<file path="config.mk">
export PLATFORM = sky130hd
export DESIGN_NAME = i2c_reg_target
export DESIGN_NICKNAME = d
export VERILOG_FILES = /design/src/rtl/i2c_tgt_pkg.sv /design/src/rtl/i2c_tgt_sync.sv /design/src/rtl/i2c_tgt_dp.sv /design/src/rtl/i2c_tgt_ctrl.sv /design/src/rtl/i2c_reg_target.sv
export SDC_FILE = /design/constraint.sdc
export NUM_CORES = 1
export LEC_CHECK = 0
export BUFFER_PORTS_ARGS = -buffer_cell sky130_fd_sc_hd__buf_2
export CAP_MARGIN = 10
export CORE_ASPECT_RATIO = 1.25
export CORE_MARGIN = 3
export CORE_UTILIZATION = 50
export DETAILED_ROUTE_END_ITERATION = 10
export PLACE_DENSITY = 0.81
export RECOVER_POWER = 100
export SLEW_MARGIN = 20
export SYNTH_ARGS = -nofsm -noshare
export SYNTH_HDL_FRONTEND = slang
export SYNTH_SLANG_ARGS = --single-unit
export TNS_END_PERCENT = 100
</file>
<file path="constraint.sdc">
create_clock -name clk -period 2.4 [get_ports clk]
set_input_delay 0.12 -clock clk [delete_from_list [all_inputs] [get_ports clk]]
set_output_delay 0.12 -clock clk [all_outputs]
set_load 0.01 [all_outputs]
</file>
<file path="src/rtl/i2c_tgt_pkg.sv">
package i2c_tgt_pkg;
  localparam int BYTE_W    = 8;
  localparam int DEV_ADR_W = 7;

  typedef enum logic [3:0] {
    ST_IDLE, ST_ADDR, ST_ADDR_ACK, ST_SUB, ST_SUB_ACK,
    ST_WDATA, ST_WDATA_ACK, ST_RDATA, ST_RDATA_ACK, ST_SKIP
  } tgtState_e;

  // strobes from control to datapath
  typedef struct packed {
    logic rxBit;
    logic txBit;
    logic clrCnt;
    logic loadPtr;
    logic bumpPtr;
    logic loadTx;
    logic shiftTx;
    logic grabAck;
  } dpCtl_t;
endpackage

</file>
<file path="src/rtl/i2c_tgt_sync.sv">
module i2c_tgt_sync #(
  parameter int STAGES = 2  // at least 2
) (
  input  logic clk,
  input  logic rstN,
  input  logic sclIn,
  input  logic sdaIn,
  output logic sclLvl,
  output logic sdaLvl,
  output logic sclRise,
  output logic sclFall,
  output logic startDet,
  output logic stopDet
);
  logic [1:0] rawIn, lvl, prev;
  assign rawIn = {sdaIn, sclIn};

  for (genvar g = 0; g < 2; g++) begin : gLine
    logic [STAGES-1:0] chain;
    always_ff @(posedge clk or negedge rstN) begin
      if (!rstN) chain <= '1;
      else       chain <= {chain[STAGES-2:0], rawIn[g]};
    end
    assign lvl[g] = chain[STAGES-1];
  end

  always_ff @(posedge clk or negedge rstN) begin
    if (!rstN) prev <= '1;
    else       prev <= lvl;
  end

  assign sclLvl   = lvl[0];
  assign sdaLvl   = lvl[1];
  assign sclRise  = lvl[0] & ~prev[0];
  assign sclFall  = ~lvl[0] & prev[0];
  assign startDet = lvl[0] & prev[0] & ~lvl[1] & prev[1];
  assign stopDet  = lvl[0] & prev[0] & lvl[1] & ~prev[1];
endmodule

</file>
<file path="src/rtl/i2c_tgt_dp.sv">
module i2c_tgt_dp
  import i2c_tgt_pkg::*;
#(
  parameter int                 PTR_W  = 7,
  parameter logic [DEV_ADR_W-2:0] DEV_HI = 6'b110100
) (
  input  logic              clk,
  input  logic              rstN,
  input  dpCtl_t            ctl,
  input  logic              sdaLvl,
  input  logic              strap,
  input  logic [BYTE_W-1:0] regRdData,
  output logic              byteFull,
  output logic              addrMatch,
  output logic              rwBit,
  output logic              nackSeen,
  output logic              txMsb,
  output logic [PTR_W-1:0]  regAddr,
  output logic [BYTE_W-1:0] regWrData
);
  localparam int CNT_W = $clog2(BYTE_W);

  logic [CNT_W-1:0]  bitCnt;
  logic [BYTE_W-1:0] rxShift, txShift;
  logic [PTR_W-1:0]  ptr;
  logic              autoInc;

  always_ff @(posedge clk or negedge rstN) begin
    if (!rstN) begin
      bitCnt   <= '0;
      byteFull <= 1'b0;
      rxShift  <= '0;
      txShift  <= '0;
      ptr      <= '0;
      autoInc  <= 1'b0;
      nackSeen <= 1'b0;
    end else begin
      if (ctl.clrCnt) begin
        bitCnt   <= '0;
        byteFull <= 1'b0;
      end else if (ctl.rxBit || ctl.txBit) begin
        bitCnt <= bitCnt + CNT_W'(1);
        if (bitCnt == CNT_W'(BYTE_W - 1)) byteFull <= 1'b1;
      end
      if (ctl.rxBit) rxShift <= {rxShift[BYTE_W-2:0], sdaLvl};
      if (ctl.loadTx)       txShift <= regRdData;
      else if (ctl.shiftTx) txShift <= {txShift[BYTE_W-2:0], 1'b0};
      if (ctl.loadPtr) begin
        ptr     <= rxShift[PTR_W-1:0];
        autoInc <= rxShift[BYTE_W-1];
      end else if (ctl.bumpPtr && autoInc) begin
        ptr <= ptr + PTR_W'(1);
      end
      if (ctl.grabAck) nackSeen <= sdaLvl;
    end
  end

  assign addrMatch = (rxShift[BYTE_W-1:1] == {DEV_HI, strap});
  assign rwBit     = rxShift[0];
  assign txMsb     = txShift[BYTE_W-1];
  assign regAddr   = ptr;
  assign regWrData = rxShift;

  // pointer wraps to zero
  assert_ptr_wrap_R8: assert property (@(posedge clk) disable iff (!rstN)
    (ctl.bumpPtr && autoInc && !ctl.loadPtr && ptr == '1) |=> (ptr == '0));
  // pointer holds without auto-increment
  assert_ptr_hold_R7: assert property (@(posedge clk) disable iff (!rstN)
    (ctl.bumpPtr && !autoInc && !ctl.loadPtr) |=> $stable(ptr));
endmodule

</file>
<file path="src/rtl/i2c_tgt_ctrl.sv">
module i2c_tgt_ctrl
  import i2c_tgt_pkg::*;
(
  input  logic   clk,
  input  logic   rstN,
  input  logic   sclLvl,
  input  logic   sclRise,
  input  logic   sclFall,
  input  logic   startDet,
  input  logic   stopDet,
  input  logic   byteFull,
  input  logic   addrMatch,
  input  logic   rwBit,
  input  logic   nackSeen,
  input  logic   txMsb,
  output dpCtl_t ctl,
  output logic   sdaPullLow,
  output logic   regWrEn,
  output logic   regRdEn
);
  tgtState_e state, nxt;

  always_ff @(posedge clk or negedge rstN) begin
    if (!rstN) state <= ST_IDLE;
    else       state <= nxt;
  end

  always_comb begin
    nxt     = state;
    ctl     = '0;
    regWrEn = 1'b0;
    regRdEn = 1'b0;
    if (startDet) begin
      nxt        = ST_ADDR;
      ctl.clrCnt = 1'b1;
    end else if (stopDet) begin
      nxt        = ST_IDLE;
      ctl.clrCnt = 1'b1;
    end else begin
      if (sclRise) begin
        case (state)
          ST_ADDR, ST_SUB, ST_WDATA: ctl.rxBit   = 1'b1;
          ST_RDATA:                  ctl.txBit   = 1'b1;
          ST_RDATA_ACK:              ctl.grabAck = 1'b1;
          default: ;
        endcase
      end
      if (sclFall) begin
        case (state)
          ST_ADDR: if (byteFull) begin
            nxt        = addrMatch ? ST_ADDR_ACK : ST_SKIP;
            ctl.clrCnt = 1'b1;
          end
          ST_ADDR_ACK: begin
            ctl.clrCnt = 1'b1;
            if (rwBit) begin
              nxt        = ST_RDATA;
              ctl.loadTx = 1'b1;
              regRdEn    = 1'b1;
            end else begin
              nxt = ST_SUB;
            end
          end
          ST_SUB: if (byteFull) begin
            nxt         = ST_SUB_ACK;
            ctl.loadPtr = 1'b1;
            ctl.clrCnt  = 1'b1;
          end
          ST_SUB_ACK: begin
            nxt        = ST_WDATA;
            ctl.clrCnt = 1'b1;
          end
          ST_WDATA: if (byteFull) begin
            nxt         = ST_WDATA_ACK;
            regWrEn     = 1'b1;
            ctl.bumpPtr = 1'b1;
            ctl.clrCnt  = 1'b1;
          end
          ST_WDATA_ACK: begin
            nxt        = ST_WDATA;
            ctl.clrCnt = 1'b1;
          end
          ST_RDATA: begin
            if (byteFull) begin
              nxt         = ST_RDATA_ACK;
              ctl.bumpPtr = 1'b1;
              ctl.clrCnt  = 1'b1;
            end else begin
              ctl.shiftTx = 1'b1;
            end
          end
          ST_RDATA_ACK: begin
            ctl.clrCnt = 1'b1;
            if (nackSeen) begin
              nxt = ST_SKIP;
            end else begin
              nxt        = ST_RDATA;
              ctl.loadTx = 1'b1;
              regRdEn    = 1'b1;
            end
          end
          default: ;
        endcase
      end
    end
  end

  always_comb begin
    case (state)
      ST_ADDR_ACK, ST_SUB_ACK, ST_WDATA_ACK: sdaPullLow = 1'b1;
      ST_RDATA:                              sdaPullLow = ~txMsb;
      default:                               sdaPullLow = 1'b0;
    endcase
  end

  // data line only moves while the clock is low
  assert_sda_moves_low_R9: assert property (@(posedge clk) disable iff (!rstN)
    !$stable(sdaPullLow) |-> !sclLvl);
  // write strobe lasts one cycle
  assert_wr_single_R5: assert property (@(posedge clk) disable iff (!rstN)
    regWrEn |=> !regWrEn);
  // START restarts address reception
  assert_start_addr_R11: assert property (@(posedge clk) disable iff (!rstN)
    startDet |=> (state == ST_ADDR));
  // STOP releases the bus
  assert_stop_release_R1: assert property (@(posedge clk) disable iff (!rstN)
    stopDet |=> (!sdaPullLow && !regWrEn && !regRdEn));
  // a skipped transfer stays silent
  assert_skip_silent_R3: assert property (@(posedge clk) disable iff (!rstN)
    (state == ST_SKIP) |-> (!sdaPullLow && !regWrEn && !regRdEn));
endmodule

</file>
<file path="src/rtl/i2c_reg_target.sv">
module i2c_reg_target
  import i2c_tgt_pkg::*;
#(
  parameter int                   PTR_W       = 7,
  parameter int                   SYNC_STAGES = 2,
  parameter logic [DEV_ADR_W-2:0] DEV_HI      = 6'b110100
) (
  input  logic              clk,
  input  logic              rstN,
  input  logic              sclIn,
  input  logic              sdaIn,
  output logic              sdaPullLow,
  input  logic              addrStrap,
  output logic [PTR_W-1:0]  regAddr,
  output logic              regWrEn,
  output logic [BYTE_W-1:0] regWrData,
  output logic              regRdEn,
  input  logic [BYTE_W-1:0] regRdData
);
  logic   sclLvl, sdaLvl, sclRise, sclFall, startDet, stopDet;
  logic   byteFull, addrMatch, rwBit, nackSeen, txMsb;
  dpCtl_t ctl;

  i2c_tgt_sync #(.STAGES(SYNC_STAGES)) u_sync (
    .clk(clk), .rstN(rstN), .sclIn(sclIn), .sdaIn(sdaIn),
    .sclLvl(sclLvl), .sdaLvl(sdaLvl), .sclRise(sclRise), .sclFall(sclFall),
    .startDet(startDet), .stopDet(stopDet)
  );

  i2c_tgt_ctrl u_ctrl (
    .clk(clk), .rstN(rstN), .sclLvl(sclLvl), .sclRise(sclRise),
    .sclFall(sclFall), .startDet(startDet), .stopDet(stopDet),
    .byteFull(byteFull), .addrMatch(addrMatch), .rwBit(rwBit),
    .nackSeen(nackSeen), .txMsb(txMsb), .ctl(ctl),
    .sdaPullLow(sdaPullLow), .regWrEn(regWrEn), .regRdEn(regRdEn)
  );

  i2c_tgt_dp #(.PTR_W(PTR_W), .DEV_HI(DEV_HI)) u_dp (
    .clk(clk), .rstN(rstN), .ctl(ctl), .sdaLvl(sdaLvl), .strap(addrStrap),
    .regRdData(regRdData), .byteFull(byteFull), .addrMatch(addrMatch),
    .rwBit(rwBit), .nackSeen(nackSeen), .txMsb(txMsb),
    .regAddr(regAddr), .regWrData(regWrData)
  );
endmodule

</file>
==> impl_table.tex <==
\begin{tabular}{lr}
\hline
Metric & Value \\
\hline
\multicolumn{2}{l}{\textbf{Detailed routing}} \\
Antenna violation net count after detailed routing & 0 \\
DR WL/cell & 15.05 um \\
DRC viols & 0 \\
Total iterations of the first detailed-routing run & 4 \\
Via-per-instance ratio & 5.905 \\
Detailed-route wire length & 3959 um \\
Iteration-0 DRC count of the detailed router & 115 \\
Detailed-route via count & 1,553 \\
\multicolumn{2}{l}{\textbf{Floorplan}} \\
Initial Utilization & 0.5392 \\
Core ar. & 3603 sq um \\
Horizontal extent of the die & 61.76 um \\
Io pins & 31 \\
Die outline height & 75.70 um \\
Site row count & 24 \\
Die area & 4675 sq um \\
\multicolumn{2}{l}{\textbf{CTS}} \\
Number of buffers added for setup after CTS & 0 \\
Clock buffer count from CTS & 5 \\
Hold bufs inserted after CTS & 3 \\
H-Tree Depth & 2 \\
Root Buffer Master & clkbuf\_8 \\
Clock tree from TritonCTS & done \\
Number of instances resized during post-cts repair & 0 \\
TritonCTS Sinks & 39 \\
Clock slew at reported path FFs & 0.07 ns \\
Clock latency of the later-clocked register in the worst-skew pair & 0.29 ns \\
Maximum root-to-sink buffer count & 2 \\
\multicolumn{2}{l}{\textbf{Global routing}} \\
Via count of the first global-routing pass & 1,475 \\
Gr usage total & 0.1984 \\
First-pass GRT wire length & 6768 um \\
Initial antenna violation count & 0 \\
Largest net degree at the start of global routing & 40 \\
Final global-route overflow total & 0 \\
\multicolumn{2}{l}{\textbf{Layout}} \\
Count of antenna diodes in the layout & 0 \\
Post-layout nets & 239 \\
Layout cell share with drive strength beyond 1 & 0.1563 \\
Area growth from synthesis to layout & 14.42\% \\
Finished Cell Area & 2223 sq um \\
\multicolumn{2}{l}{\textbf{Placement}} \\
Cell area reported after detailed placement & 2148 sq um \\
Detailed-placement wirelength estimate & 2877 um \\
Routability-driven placement congestion ratio & 0.9181 \\
Number of buffer cells added on primary ports & 30 \\
\multicolumn{2}{l}{\textbf{Critical path}} \\
Endpoint required time on the critical path & 2.28 ns \\
Top delay family on crit path & flip-flops \\
Crit path buffers/inverters & 2 \\
Reg-to-reg startpoint & u\_ctrl.state[3] \\
Minimum setup slack among reg-to-reg paths & 0.21 ns \\
Reg2Reg Capture Point & u\_dp.regAddr[2] \\
Worst setup SP type & flop \\
Worst Reg-to-Reg Cells & 5 \\
Data arrival at the endpoint of the critical path & 2.12 ns \\
Largest stage delay on the critical path & 0.53 ns \\
Critical path cell sequence & or3b\_1, a2111oi\_4, clkbuf\_2, buf\_2 \\
Top fanout value on the critical path & 12 \\
Start-to-end type of the worst setup path & flop to output port \\
Cell with the largest stage delay on the worst path & dfrtp\_1 \\
Nature of the critical path endpoint & output port \\
\multicolumn{2}{l}{\textbf{Timing}} \\
RSZ-0062 raised after global routing & false \\
Maximum clock frequency & 445.6 MHz \\
Part of the cycle the worst path needs & 0.9350 \\
Number of hold violations in the final report & 0 \\
Worst Skew & 0.006140 ns \\
Pin slew with the least headroom to its limit & 0.9851 ns \\
Setup violation total in the final timing report & 0 \\
Final-layout setup total negative slack & 0 ns \\
Worst slew margin relative to its limit & 0.3363 \\
Final period demand of the worst path & 2.244 ns \\
Pins over their slew limit & 0 \\
\multicolumn{2}{l}{\textbf{Logic synthesis}} \\
Total of flip-flops plus latches after synthesis & 39 \\
Average cell area after synthesis & 10.56 sq um \\
Post-synth EDFFs & 0 \\
Cell count after synthesis & 184 \\
Count of cell types in the netlist & 47 \\
Cell Area, Synth & 1943 sq um \\
Syn nets & 200 \\
Sequential share of the synthesized area & 0.5061 \\
Most frequently used flop master after synthesis & dfrtp\_1 \\
Synthesis warning total & 0 \\
Async SR Flop Fraction & 1.000 \\
\multicolumn{2}{l}{\textbf{Power and ir drop}} \\
Total leakage power & 0.9715 nW \\
Worst vdd ir & 431.6 uV \\
Pwr dens & 812.9 nW/um\^{}2 \\
\multicolumn{2}{l}{\textbf{Run status}} \\
Result of the run & complete, no violations \\
\multicolumn{2}{l}{\textbf{Hold path}} \\
Hold Crit Start & regRdData[2] \\
Number of cells on the worst hold path & 3 \\
Worst min-delay path endpoint & u\_dp.txShift[2] \\
Hold/Removal Path Class & input pin to flop \\
\multicolumn{2}{l}{\textbf{Flow run}} \\
Max-cap viol count & 0 \\
\hline
\end{tabular}
## final cells by class
class	instances	area (sq um)
Fill cell	330	1380
Sequential cell	39	983.4
Multi-Input combinational cell	130	874.6
Timing Repair Buffer	39	201.4
Clock buffer	6	72.57
Tap cell	39	48.80
Inverter	8	30.03
Clock inverter	2	12.51
## flip-flops by register name, summed over array words and instances (netlist names)
name                flops
u_ctrl.state            4
u_dp.autoInc            1
u_dp.bitCnt             3
u_dp.byteFull           1
u_dp.nackSeen           1
u_dp.regAddr            7
u_dp.regWrData          8
u_dp.txShift            8
u_sync.gLine.chain      4
u_sync.prev             2
## synth_stat cells, types with 2 or more instances
master | instances | area share
nor3_1 | 4 | 0.010
xor2_1 | 2 | 0.0090
nand2_1 | 25 | 0.048
mux2_1 | 8 | 0.046
and3_1 | 3 | 0.0097
mux2i_1 | 3 | 0.015
o32ai_1 | 2 | 0.0090
a22oi_1 | 7 | 0.027
nor3b_1 | 3 | 0.012
o22ai_1 | 3 | 0.0097
a221o_1 | 5 | 0.026
a211oi_1 | 2 | 0.0077
buf_2 | 4 | 0.010
nand2b_1 | 7 | 0.023
o21ai_1 | 8 | 0.021
nand3_1 | 4 | 0.010
a21oi_1 | 2 | 0.0052
inv_1 | 7 | 0.014
nand3b_1 | 2 | 0.0077
xnor2_1 | 2 | 0.0090
o21ai_0 | 3 | 0.0077
o21ai_2 | 2 | 0.0090
nor2_2 | 2 | 0.0064
dfrtp_1 | 33 | 0.42
buf_4 | 2 | 0.0077
nor2_1 | 10 | 0.019
dfstp_2 | 6 | 0.081
ha_1 | 3 | 0.019
o32a_1 | 2 | 0.010
## per-layer routing
| metal | track usage | share of wire | vias to the layer above |
|---|---|---|---|
| met3 | 0.05593 | 0.066 | 13 |
| met2 | 0.3050 | 0.46 | 65 |
| met4 | 0.1132 | 0.032 | 0 |
| li1 | - | - | 744 |
| met1 | 0.2476 | 0.44 | 731 |
| met5 | 0 | 0 | - |
## worst reg2reg max path, cell delays in order, from the launching register on
cell and delay [ns]:
dfrtp_1 0.50, nand2b_1 0.32, or4_4 0.61, o21ai_2 0.15
o21ai_0 0.17, a221o_1 0.33
## cell families (layout without fill, tap and decap cells)
group                      Yosys count  after routing  synth area share
muxes                               12             12           0.06761
DFF                                 39             39            0.5061
AOI/OAI and AO/OA                   41             41            0.1636
adders and majority gates            3              3           0.01932
xor gates and xnor gates             4              4           0.01803
and+or+nand+nor                     70             70            0.1900
buffers and inverters               15             55           0.03541
## power breakdown
part	leakage (nW)	switching, mW	total, mW	internal (mW)
combinational	0.450	0.229	0.408	0.180
clock	0.0412	0.221	0.424	0.203
sequential	0.480	0.158	0.975	0.817
## per-stage QoR
stage	instances	total power [mW]	utilization	worst slack, ns	hold WS (ns)
finish	263	1.807	0.6170	0.1561	0.05645
global placement	252	1.397	0.5962	0.3757	0.2246
CTS	263	1.846	0.6281	0.1781	0.04839
detailed placement	252	1.414	0.5962	0.2611	0.2263
global route	263	1.943	0.6170	0.05847	0.05685
floorplan	184	1.258	-	0.5741	-0.1756
## worst max-delay path by stage
| stage | start | to | slack [ns] | cells after the start |
|---|---|---|---|---|
| 4_1_cts | u_ctrl.state[3] | regRdEn | 0.18 | 4 |
| 5_1_grt | u_ctrl.state[3] | regRdEn | 0.06 | 4 |
| 6_report | u_ctrl.state[3] | regRdEn | 0.16 | 4 |
| 2_1_floorplan | u_sync.prev[0] | u_dp.autoInc | 0.57 | 4 |
| 3_3_place_gp | u_ctrl.state[3] | u_dp.regAddr[4] | 0.38 | 5 |
| 3_5_place_dp | u_ctrl.state[3] | u_dp.regAddr[2] | 0.26 | 5 |
## cells in the final DEF (no fill, tap or decap), types with 3 or more instances in the layout
master	n
nand2_1	26
a221o_1	5
o22ai_1	3
buf_2	12
mux2_1	8
inv_1	7
ha_1	3
o21ai_0	10
clkbuf_8	5
and3_1	3
nand3_1	4
a22oi_1	7
dfrtp_1	33
nor3b_1	4
dlygate4sd3_1	3
mux2i_1	3
nor3_1	4
dfstp_2	4
buf_4	5
nand2b_1	7
nor2_1	12
clkbuf_1	18
Power figures use the tool's default switching activity.
